File: src/rtl/parport_pkg.sv
package parport_pkg;

  typedef enum logic [1:0] {
    ST_IDLE = 2'd0,
    ST_STRB = 2'd1,
    ST_HOLD = 2'd2,
    ST_ACK  = 2'd3
  } rxState_e;

  // strobes from control to datapath
  typedef struct packed {
    logic capture;
    logic clear;
  } dpCmd_t;

  // events from datapath to control
  typedef struct packed {
    logic strbFall;
    logic strbRise;
    logic initAct;
  } dpEvt_t;

endpackage

File: src/rtl/parport_sync.sv
module parport_sync #(
  parameter int              WIDTH     = 1,
  parameter int              STAGES    = 2,
  parameter logic [WIDTH-1:0] RESET_VAL = '0
) (
  input  logic             clk,
  input  logic             rstN,
  input  logic [WIDTH-1:0] d,
  output logic [WIDTH-1:0] q
);

  logic [STAGES-1:0][WIDTH-1:0] stg;

  generate
    if (STAGES == 1) begin : g_single
      always_ff @(posedge clk or negedge rstN) begin
        if (!rstN) stg[0] <= RESET_VAL;
        else       stg[0] <= d;
      end
    end else begin : g_chain
      always_ff @(posedge clk or negedge rstN) begin
        if (!rstN) begin
          stg <= {STAGES{RESET_VAL}};
        end else begin
          stg[0] <= d;
          for (int i = 1; i < STAGES; i++) stg[i] <= stg[i-1];
        end
      end
    end
  endgenerate

  assign q = stg[STAGES-1];

endmodule

File: src/rtl/parport_datapath.sv
module parport_datapath
  import parport_pkg::*;
#(
  parameter int DATA_W      = 8,
  parameter int SYNC_STAGES = 2
) (
  input  logic              clk,
  input  logic              rstN,
  input  logic [DATA_W-1:0] hostData,
  input  logic              hostStrobeN,
  input  logic              hostAutoFeedN,
  input  logic              hostInitN,
  input  logic              hostSelectInN,
  input  logic              localOnline,
  input  logic              localPaperOut,
  input  logic              localFault,
  input  dpCmd_t            cmd,
  output dpEvt_t            evt,
  output logic [DATA_W-1:0] rxData,
  output logic              rxCmd,
  output logic              selectOut,
  output logic              paperErr,
  output logic              faultN
);

  localparam int CTL_W = 3;

  logic [CTL_W-1:0] ctlRaw;
  logic [CTL_W-1:0] ctlSync;
  logic             strbS;
  logic             initS;
  logic             selInS;
  logic             strbPrev;

  assign ctlRaw = {hostStrobeN, hostInitN, hostSelectInN};

  parport_sync #(
    .WIDTH    (CTL_W),
    .STAGES   (SYNC_STAGES),
    .RESET_VAL({CTL_W{1'b1}})
  ) u_sync (
    .clk (clk),
    .rstN(rstN),
    .d   (ctlRaw),
    .q   (ctlSync)
  );

  assign strbS  = ctlSync[2];
  assign initS  = ctlSync[1];
  assign selInS = ctlSync[0];

  always_ff @(posedge clk or negedge rstN) begin
    if (!rstN) strbPrev <= 1'b1;
    else       strbPrev <= strbS;
  end

  assign evt.strbFall = strbPrev & ~strbS;
  assign evt.strbRise = ~strbPrev & strbS;
  assign evt.initAct  = ~initS;

  // host holds data and auto-feed across the trailing strobe edge
  always_ff @(posedge clk or negedge rstN) begin
    if (!rstN) begin
      rxData <= '0;
      rxCmd  <= 1'b0;
    end else if (cmd.clear) begin
      rxData <= '0;
      rxCmd  <= 1'b0;
    end else if (cmd.capture) begin
      rxData <= hostData;
      rxCmd  <= ~hostAutoFeedN;
    end
  end

  always_ff @(posedge clk or negedge rstN) begin
    if (!rstN) begin
      selectOut <= 1'b0;
      paperErr  <= 1'b0;
      faultN    <= 1'b1;
    end else begin
      selectOut <= localOnline & ~selInS;
      paperErr  <= localPaperOut;
      faultN    <= ~localFault;
    end
  end

endmodule

File: src/rtl/parport_ctrl.sv
module parport_ctrl
  import parport_pkg::*;
#(
  parameter int ACK_CYCLES = 8
) (
  input  logic   clk,
  input  logic   rstN,
  input  dpEvt_t evt,
  input  logic   rxReady,
  output dpCmd_t cmd,
  output logic   rxValid,
  output logic   busy,
  output logic   ackN,
  output logic   overrun
);

  localparam int              CNT_W    = $clog2(ACK_CYCLES + 1);
  localparam logic [CNT_W-1:0] ACK_LOAD = CNT_W'(ACK_CYCLES - 1);

  rxState_e         state, stateNxt;
  logic [CNT_W-1:0] cnt, cntNxt;
  logic             ovrNxt;

  always_comb begin
    stateNxt    = state;
    cntNxt      = cnt;
    ovrNxt      = overrun;
    cmd.capture = 1'b0;
    cmd.clear   = 1'b0;
    if (evt.initAct) begin
      stateNxt  = ST_IDLE;
      cntNxt    = '0;
      ovrNxt    = 1'b0;
      cmd.clear = 1'b1;
    end else begin
      unique case (state)
        ST_IDLE: begin
          if (evt.strbRise) begin
            cmd.capture = 1'b1;
            stateNxt    = ST_HOLD;
          end else if (evt.strbFall) begin
            stateNxt = ST_STRB;
          end
        end
        ST_STRB: begin
          if (evt.strbRise) begin
            cmd.capture = 1'b1;
            stateNxt    = ST_HOLD;
          end
        end
        ST_HOLD: begin
          if (evt.strbRise) ovrNxt = 1'b1;
          if (rxReady) begin
            stateNxt = ST_ACK;
            cntNxt   = ACK_LOAD;
          end
        end
        ST_ACK: begin
          if (evt.strbRise) ovrNxt = 1'b1;
          if (cnt == '0) stateNxt = ST_IDLE;
          else           cntNxt   = cnt - 1'b1;
        end
        default: stateNxt = ST_IDLE;
      endcase
    end
  end

  always_ff @(posedge clk or negedge rstN) begin
    if (!rstN) begin
      state   <= ST_IDLE;
      cnt     <= '0;
      overrun <= 1'b0;
    end else begin
      state   <= stateNxt;
      cnt     <= cntNxt;
      overrun <= ovrNxt;
    end
  end

  assign rxValid = (state == ST_HOLD);
  assign busy    = (state != ST_IDLE);
  assign ackN    = (state != ST_ACK);

endmodule

File: src/rtl/parport_rx.sv
module parport_rx
  import parport_pkg::*;
#(
  parameter int DATA_W      = 8,
  parameter int ACK_CYCLES  = 8,
  parameter int SYNC_STAGES = 2
) (
  input  logic              clk,
  input  logic              rstN,
  input  logic [DATA_W-1:0] hostData,
  input  logic              hostStrobeN,
  input  logic              hostAutoFeedN,
  input  logic              hostInitN,
  input  logic              hostSelectInN,
  input  logic              localOnline,
  input  logic              localPaperOut,
  input  logic              localFault,
  input  logic              rxReady,
  output logic              ackN,
  output logic              busy,
  output logic              selectOut,
  output logic              paperErr,
  output logic              faultN,
  output logic [DATA_W-1:0] rxData,
  output logic              rxCmd,
  output logic              rxValid,
  output logic              overrun
);

  dpCmd_t dpCmd;
  dpEvt_t dpEvt;

  parport_datapath #(
    .DATA_W     (DATA_W),
    .SYNC_STAGES(SYNC_STAGES)
  ) u_dp (
    .clk          (clk),
    .rstN         (rstN),
    .hostData     (hostData),
    .hostStrobeN  (hostStrobeN),
    .hostAutoFeedN(hostAutoFeedN),
    .hostInitN    (hostInitN),
    .hostSelectInN(hostSelectInN),
    .localOnline  (localOnline),
    .localPaperOut(localPaperOut),
    .localFault   (localFault),
    .cmd          (dpCmd),
    .evt          (dpEvt),
    .rxData       (rxData),
    .rxCmd        (rxCmd),
    .selectOut    (selectOut),
    .paperErr     (paperErr),
    .faultN       (faultN)
  );

  parport_ctrl #(
    .ACK_CYCLES(ACK_CYCLES)
  ) u_ctrl (
    .clk    (clk),
    .rstN   (rstN),
    .evt    (dpEvt),
    .rxReady(rxReady),
    .cmd    (dpCmd),
    .rxValid(rxValid),
    .busy   (busy),
    .ackN   (ackN),
    .overrun(overrun)
  );

endmodule

File: config.mk
export PLATFORM = sky130hd
export DESIGN_NAME = parport_rx
export DESIGN_NICKNAME = d
export VERILOG_FILES = /design/src/rtl/parport_pkg.sv /design/src/rtl/parport_sync.sv /design/src/rtl/parport_datapath.sv /design/src/rtl/parport_ctrl.sv /design/src/rtl/parport_rx.sv
export SDC_FILE = /design/constraint.sdc
export NUM_CORES = 1
export LEC_CHECK = 0
export ABC_AREA = 1
export BUFFER_PORTS_ARGS = -buffer_cell sky130_fd_sc_hd__buf_2
export CORE_MARGIN = 2
export CORE_UTILIZATION = 48
export CTS_BUF_LIST = sky130_fd_sc_hd__clkbuf_4
export DETAILED_ROUTE_END_ITERATION = 8
export GPL_ROUTABILITY_DRIVEN = 0
export HOLD_SLACK_MARGIN = 0.1
export PLACE_DENSITY = 0.87
export SYNTH_ARGS = -nofsm -noshare
export SYNTH_HDL_FRONTEND = slang
export SYNTH_SLANG_ARGS = --single-unit
File: constraint.sdc
create_clock -name clk -period 1.28 [get_ports clk]
set_input_delay 0.192 -clock clk [delete_from_list [all_inputs] [get_ports clk]]
set_output_delay 0.192 -clock clk [all_outputs]
set_load 0.02 [all_outputs]
Word-level counts from Yosys, hierarchy flattened

Cells that the tools add are included.
Widths: inputs -> output; s select.

Register bits after elaboration: 26
Output and inout bits: 16

$add $sub $neg: 1
Eq/ne operators: 13
Mux-type cells: 21
Bitwise logic cells: 8
Reduce and logical (&&, ||, !) cells: 8

Operators by type and width:

| cell                | count |
|---|---|
| $mux 8              | 2 |
| $mux 2              | 6 |
| $mux 4              | 3 |
| $ne 3x3->1 const B  | 3 |
| $mux 1              | 8 |
| $ne 2x2->1 const B  | 4 |
| $pmux 2 s4          | 1 |
| $pmux 4 s2          | 1 |
| $ne 3x2->1 const B  | 2 |
| $not 1->1           | 5 |
| $eq 2x2->1 const B  | 2 |
| $logic_not 4->1     | 1 |
| $ne 4x4->1 const B  | 1 |
| $reduce_and 4->1    | 1 |
| $reduce_or 2->1     | 2 |
| $sub 4x1->4 const B | 1 |
| $and 1x1->1         | 3 |
| $reduce_and 3->1    | 1 |
| $eq 2x1->1 const B  | 1 |
| $logic_not 2->1     | 1 |
| $reduce_and 2->1    | 1 |
| $reduce_bool 2->1   | 1 |

Longest topological paths before layout

Word-level depth: 7
Mapped depth: 9
Depth with buffers taken out: 9

Modules after synthesis

From an unflattened synthesis, not the netlist that was laid out.

Cell total of the unflattened synthesis: 140
Area total of the unflattened synthesis: 1224.9 sq um

By module, submodules not included:

| module           | instances | cells each | area an instance (sq um) |
|---|---|---|---|
| parport_ctrl     | 1         | 79         | 535.5 |
| parport_datapath | 1         | 52         | 509.2 |
| parport_sync     | 1         | 9          | 180.2 |

Worst setup path after synthesis

No wires, ideal clock.

Kind: register to register
Start: reg u_ctrl.state[0]
End: reg u_ctrl.cnt[2]
Library setup time: 74 ps
Arrival time: 1261 ps
Required time: 1206 ps
Slack: -55 ps
Stages on the path, launching flop included: 8
Period minus slack after synthesis: 1335 ps
Path through: dfrtp_1 inv_1 ha_1 nand3_4 nand2_2 nor2_8 nand3_2 o21ai_2

Longest elaborated chain between the ends: 3
Elaborated cells on any way between the ends: 8

RTL lines:

| what                                                 | RTL line           | text |
|---|---|---|
| start: declaration                                   | parport_ctrl.sv:20 | `rxState_e state, stateNxt;` |
| start signal: assignment                             | parport_ctrl.sv:74 | `state <= stateNxt;` |
| $eq 2x2->1 (*)                                       | n/a                |  |
| via rxValid                                          | parport_rx.sv:26   | `output logic rxValid,` |
| $ne 3x2->1 (no line), or another cell as far along   | n/a                |  |
| $reduce_and 3->1 (no line) or $mux 4 (tied branches) | n/a                |  |
| end signal: assignment                               | parport_ctrl.sv:75 | `cnt <= cntNxt;` |
| end: declaration                                     | parport_ctrl.sv:21 | `logic [CNT_W-1:0] cnt, cntNxt;` |

Mark *: on every way through the listed nets, which the timed path passes. The rest lies on a longest branch.
A chain may end at the register's enable or synchronous reset.

Worst setup path in the final report

Start: reg u_ctrl.state[1]
End: out busy

Longest elaborated chain between the ends: 1

RTL lines:

| what              | RTL line           | text |
|---|---|---|
| $reduce_bool 2->1 | parport_ctrl.sv:81 | `assign busy = (state != ST_IDLE);` |
| end: declaration  | parport_rx.sv:20   | `output logic busy,` |

Every way passes these cells.

==> results.py <==
metrics = {
    "global_routing": {
        "first_global_vias": 1125,
        "grt_overflow_total": 0,
        "grt_use_total_pct": 24.3,
        "antenna_found_initial": 0,
        "grt_pass1_wl_microns": 5000,
        "grt_max_degree": 27,
    },
    "clock_network": {
        "cts_tree": "yes",
        "cts_buffer_depth": 2,
        "cts_buffers": 3,
        "path_clk_slew_ps": 140,
        "h-tree-depth": 1,
        "clock_latency_ps": 330,
        "clock-sinks": 26,
        "root_buffer": "clkbuf_4",
    },
    "pwr": {
        "p_per_area_nw_per_um2": 1730,
        "p_total_uw": 3470,
        "leakage_uw": 0.000964,
        "peakVddDrop_mv": 1.36,
    },
    "logic_synthesis": {
        "ys_ff_latch": 26,
        "synth_ff_type": "dfrtp_1",
        "synth_edf_count": 0,
        "synth_area_leaders": "dfrtp_1, dfstp_2, nand3_1",
        "syn_nets": 149,
        "yosys_warnings": 0,
        "yosys.area.top_type": "dfrtp_1",
        "netlist_area_sq_um": 1220,
        "synth_common_cells": "nand2_1, nand3_1, dfrtp_1",
        "yosysSeqAreaShare_pct": 54.2,
        "synth_most_common_cell": "nand2_1",
        "synth_top_area_share_pct": 37.0,
        "synth.distinct_cells": 22,
        "synthArstFlopShare_pct": 100,
        "syn_area_per_cell_sq_um": 9.83,
        "synthCells": 124,
    },
    "final_layout": {
        "diodes": 0,
        "final-seq-area_sq_um": 661,
        "final_nets": 216,
        "syn2layout_area_growth_pct": 64.3,
        "multi_input_area_sq_um": 697,
        "drive_above_1_share_pct": 58.9,
        "fillCellCount": 126,
    },
    "job": {
        "maxCapViolCount": 0,
    },
    "sta": {
        "fin_crit_sh_pct": 114,
        "setup_ws_ps": -185,
        "min_period_ps": 1460,
        "max_slew_margin_pct": 62.0,
        "rsz0062_at_grt": "true",
        "fin_hold_ws_ps": 364,
        "clock_skew_ps": 3.40,
        "worst_pin_slew_ps": 570,
        "finalSetupViolations": 15,
        "drv_slew": 0,
        "fmax_ghz": 0.683,
        "hold_viol": 0,
    },
    "route": {
        "antenna_left": 0,
        "topRoutingLayerUsed": "met4",
        "wl_met1_microns": 1300,
        "dr_wl_met2_microns": 1870,
        "vias": 1197,
        "dr_wl_met3_microns": 250,
        "wl_per_cell_microns": 16.0,
        "drc": 0,
        "dr.first_iter.drc_count": 30,
        "wirelength_microns": 3520,
        "viasPerCell": 5.44,
        "firstDrtPassIters": 4,
    },
    "die": {
        "coreArea_sq_um": 2430,
        "initial_core_util_pct": 50.1,
        "rows": 18,
        "die-area_sq_um": 2960,
        "die_y_microns": 54.4,
        "fp.dieW_microns": 54.4,
        "io_pins": 34,
    },
    "worst_setup_path": {
        "arrival_ps": 1270,
        "worstSetupPathType": "reg -> out",
        "start_kind": "flop",
        "required_ps": 1090,
        "endpoint_kind": "primary output",
        "crit_fanout": 2,
    },
    "outcome": {
        "violations": "negative setup slack",
        "outcome": "finished with violations",
    },
    "place": {
        "hpwl_microns": 1830,
        "io_buffers": 33,
    },
    "hold_path": {
        "hold_class": "in -> async",
    },
}
[registers in the layout, indices dropped and copies added (netlist names)]
signal and flops:
u_dp.selectOut 1, u_dp.paperErr 1, u_ctrl.overrun 1, u_dp.faultN 1, u_dp.rxData 8, u_ctrl.state 2
u_ctrl.cnt 4, u_dp.strbPrev 1, u_dp.u_sync.q 3, u_dp.rxCmd 1, u_dp.u_sync.stg 3
[through the flow]
stage | util (%) | instances | TNS, ps | area (sq um) | setup WS, ps
after floorplan | - | 124 | 0 | 1220 | 13.0
after global placement | 60.1 | 192 | -110 | 1460 | -52.8
after detailed placement | 60.1 | 192 | -703 | 1460 | -80.9
after CTS | 77.9 | 217 | -1350 | 1890 | -156
after global routing | 82.3 | 220 | -2690 | 2000 | -224
final | 82.3 | 220 | -2030 | 2000 | -185
[layout make-up]
class	count	share of cell area, %
clock buffer	3	1.13
clock inverter	1	1.50
inverter	15	2.81
multi-input combinational	79	34.8
sequential	26	33.0
tap	30	1.88
timing repair buffer	66	24.9
[kinds of logic (layout without fill, tap and decap cells)]
kind of cell	after synthesis	after routing	share of synthesized area, %
AO/OA/AOI/OAI	16	16	7.19
buffers and inverters	19	85	6.98
adder cells (fa/ha/maj)	7	7	7.19
AND/OR/NAND/NOR	56	56	24.4
flip-flops	26	26	54.2
[power by group]
group          leakage, uW  switching [uW]  internal [uW]
sequential        0.000317            89.9            951
combinational     0.000620             979            885
clock            0.0000279             251            317
[metal layers]
| metal | global-route usage (%) | up-vias |
|---|---|---|
| li1 | - | 537 |
| met3 | 3.83 | 12 |
| met5 | 0 | - |
| met2 | 44.8 | 50 |
| met1 | 28.3 | 598 |
| met4 | 8.75 | 0 |
[cell usage in the layout (no fill, tap or decap), types with 2 or more instances in the layout]
cell           Yosys  layout
nand3_1           20      10
buf_2              2      30
nand3_4            1       2
dfrtp_1           18      18
inv_1             14       7
a21oi_1            5       4
inv_2              1       8
clkbuf_4           0       3
nor2_1             5       4
buf_6              1      10
nand3_2            2      11
ha_4               0       7
nand2_4            0       2
nand2_2            5       9
nand2_1           21      15
dlygate4sd3_1      0      16
buf_4              1      10
dfstp_2            8       8
o21ai_0            3       2
o21ai_2            1       4
nor2_4             1       2
o21ai_1            5       2
[critical path, cell delays in order (launching register included)]
cell and delay (ps):
dfrtp_1 430, inv_2 80, ha_4 170, buf_6 110
inv_2 40, buf_6 100
[worst paths after layout]
kind | depth (start not counted) | slack, ps | from | endpoint
max in group asynchronous | 2 | 530 | rstN | u_dp.u_sync.q[1]$_DFF_PN1_
min in group clk | 0 | 370 | u_dp.u_sync.stg[1]$_DFF_PN1_ | u_dp.u_sync.q[1]$_DFF_PN1_
max reg2reg | 7 | -180 | u_ctrl.state[1]$_DFFE_PN0P_ | u_dp.rxData[4]$_DFFE_PN0P_
min reg2reg | 0 | 370 | u_dp.u_sync.stg[1]$_DFF_PN1_ | u_dp.u_sync.q[1]$_DFF_PN1_
max | 5 | -180 | u_ctrl.state[1]$_DFFE_PN0P_ | busy
min | 2 | 360 | rstN | u_ctrl.state[1]$_DFFE_PN0P_
[repair_timing]
item / 4_1_cts / 5_1_grt
buffers inserted: 5 / 2
hold buffers: 15 / 1
setup endpoints to repair: 18 / 18
gates cloned: 1 / 0
hold endpoints to repair: 32 / 1
gates resized for setup: 46 / 19
pin swaps: 12 / 14
(Power assumes the default switching activity.)
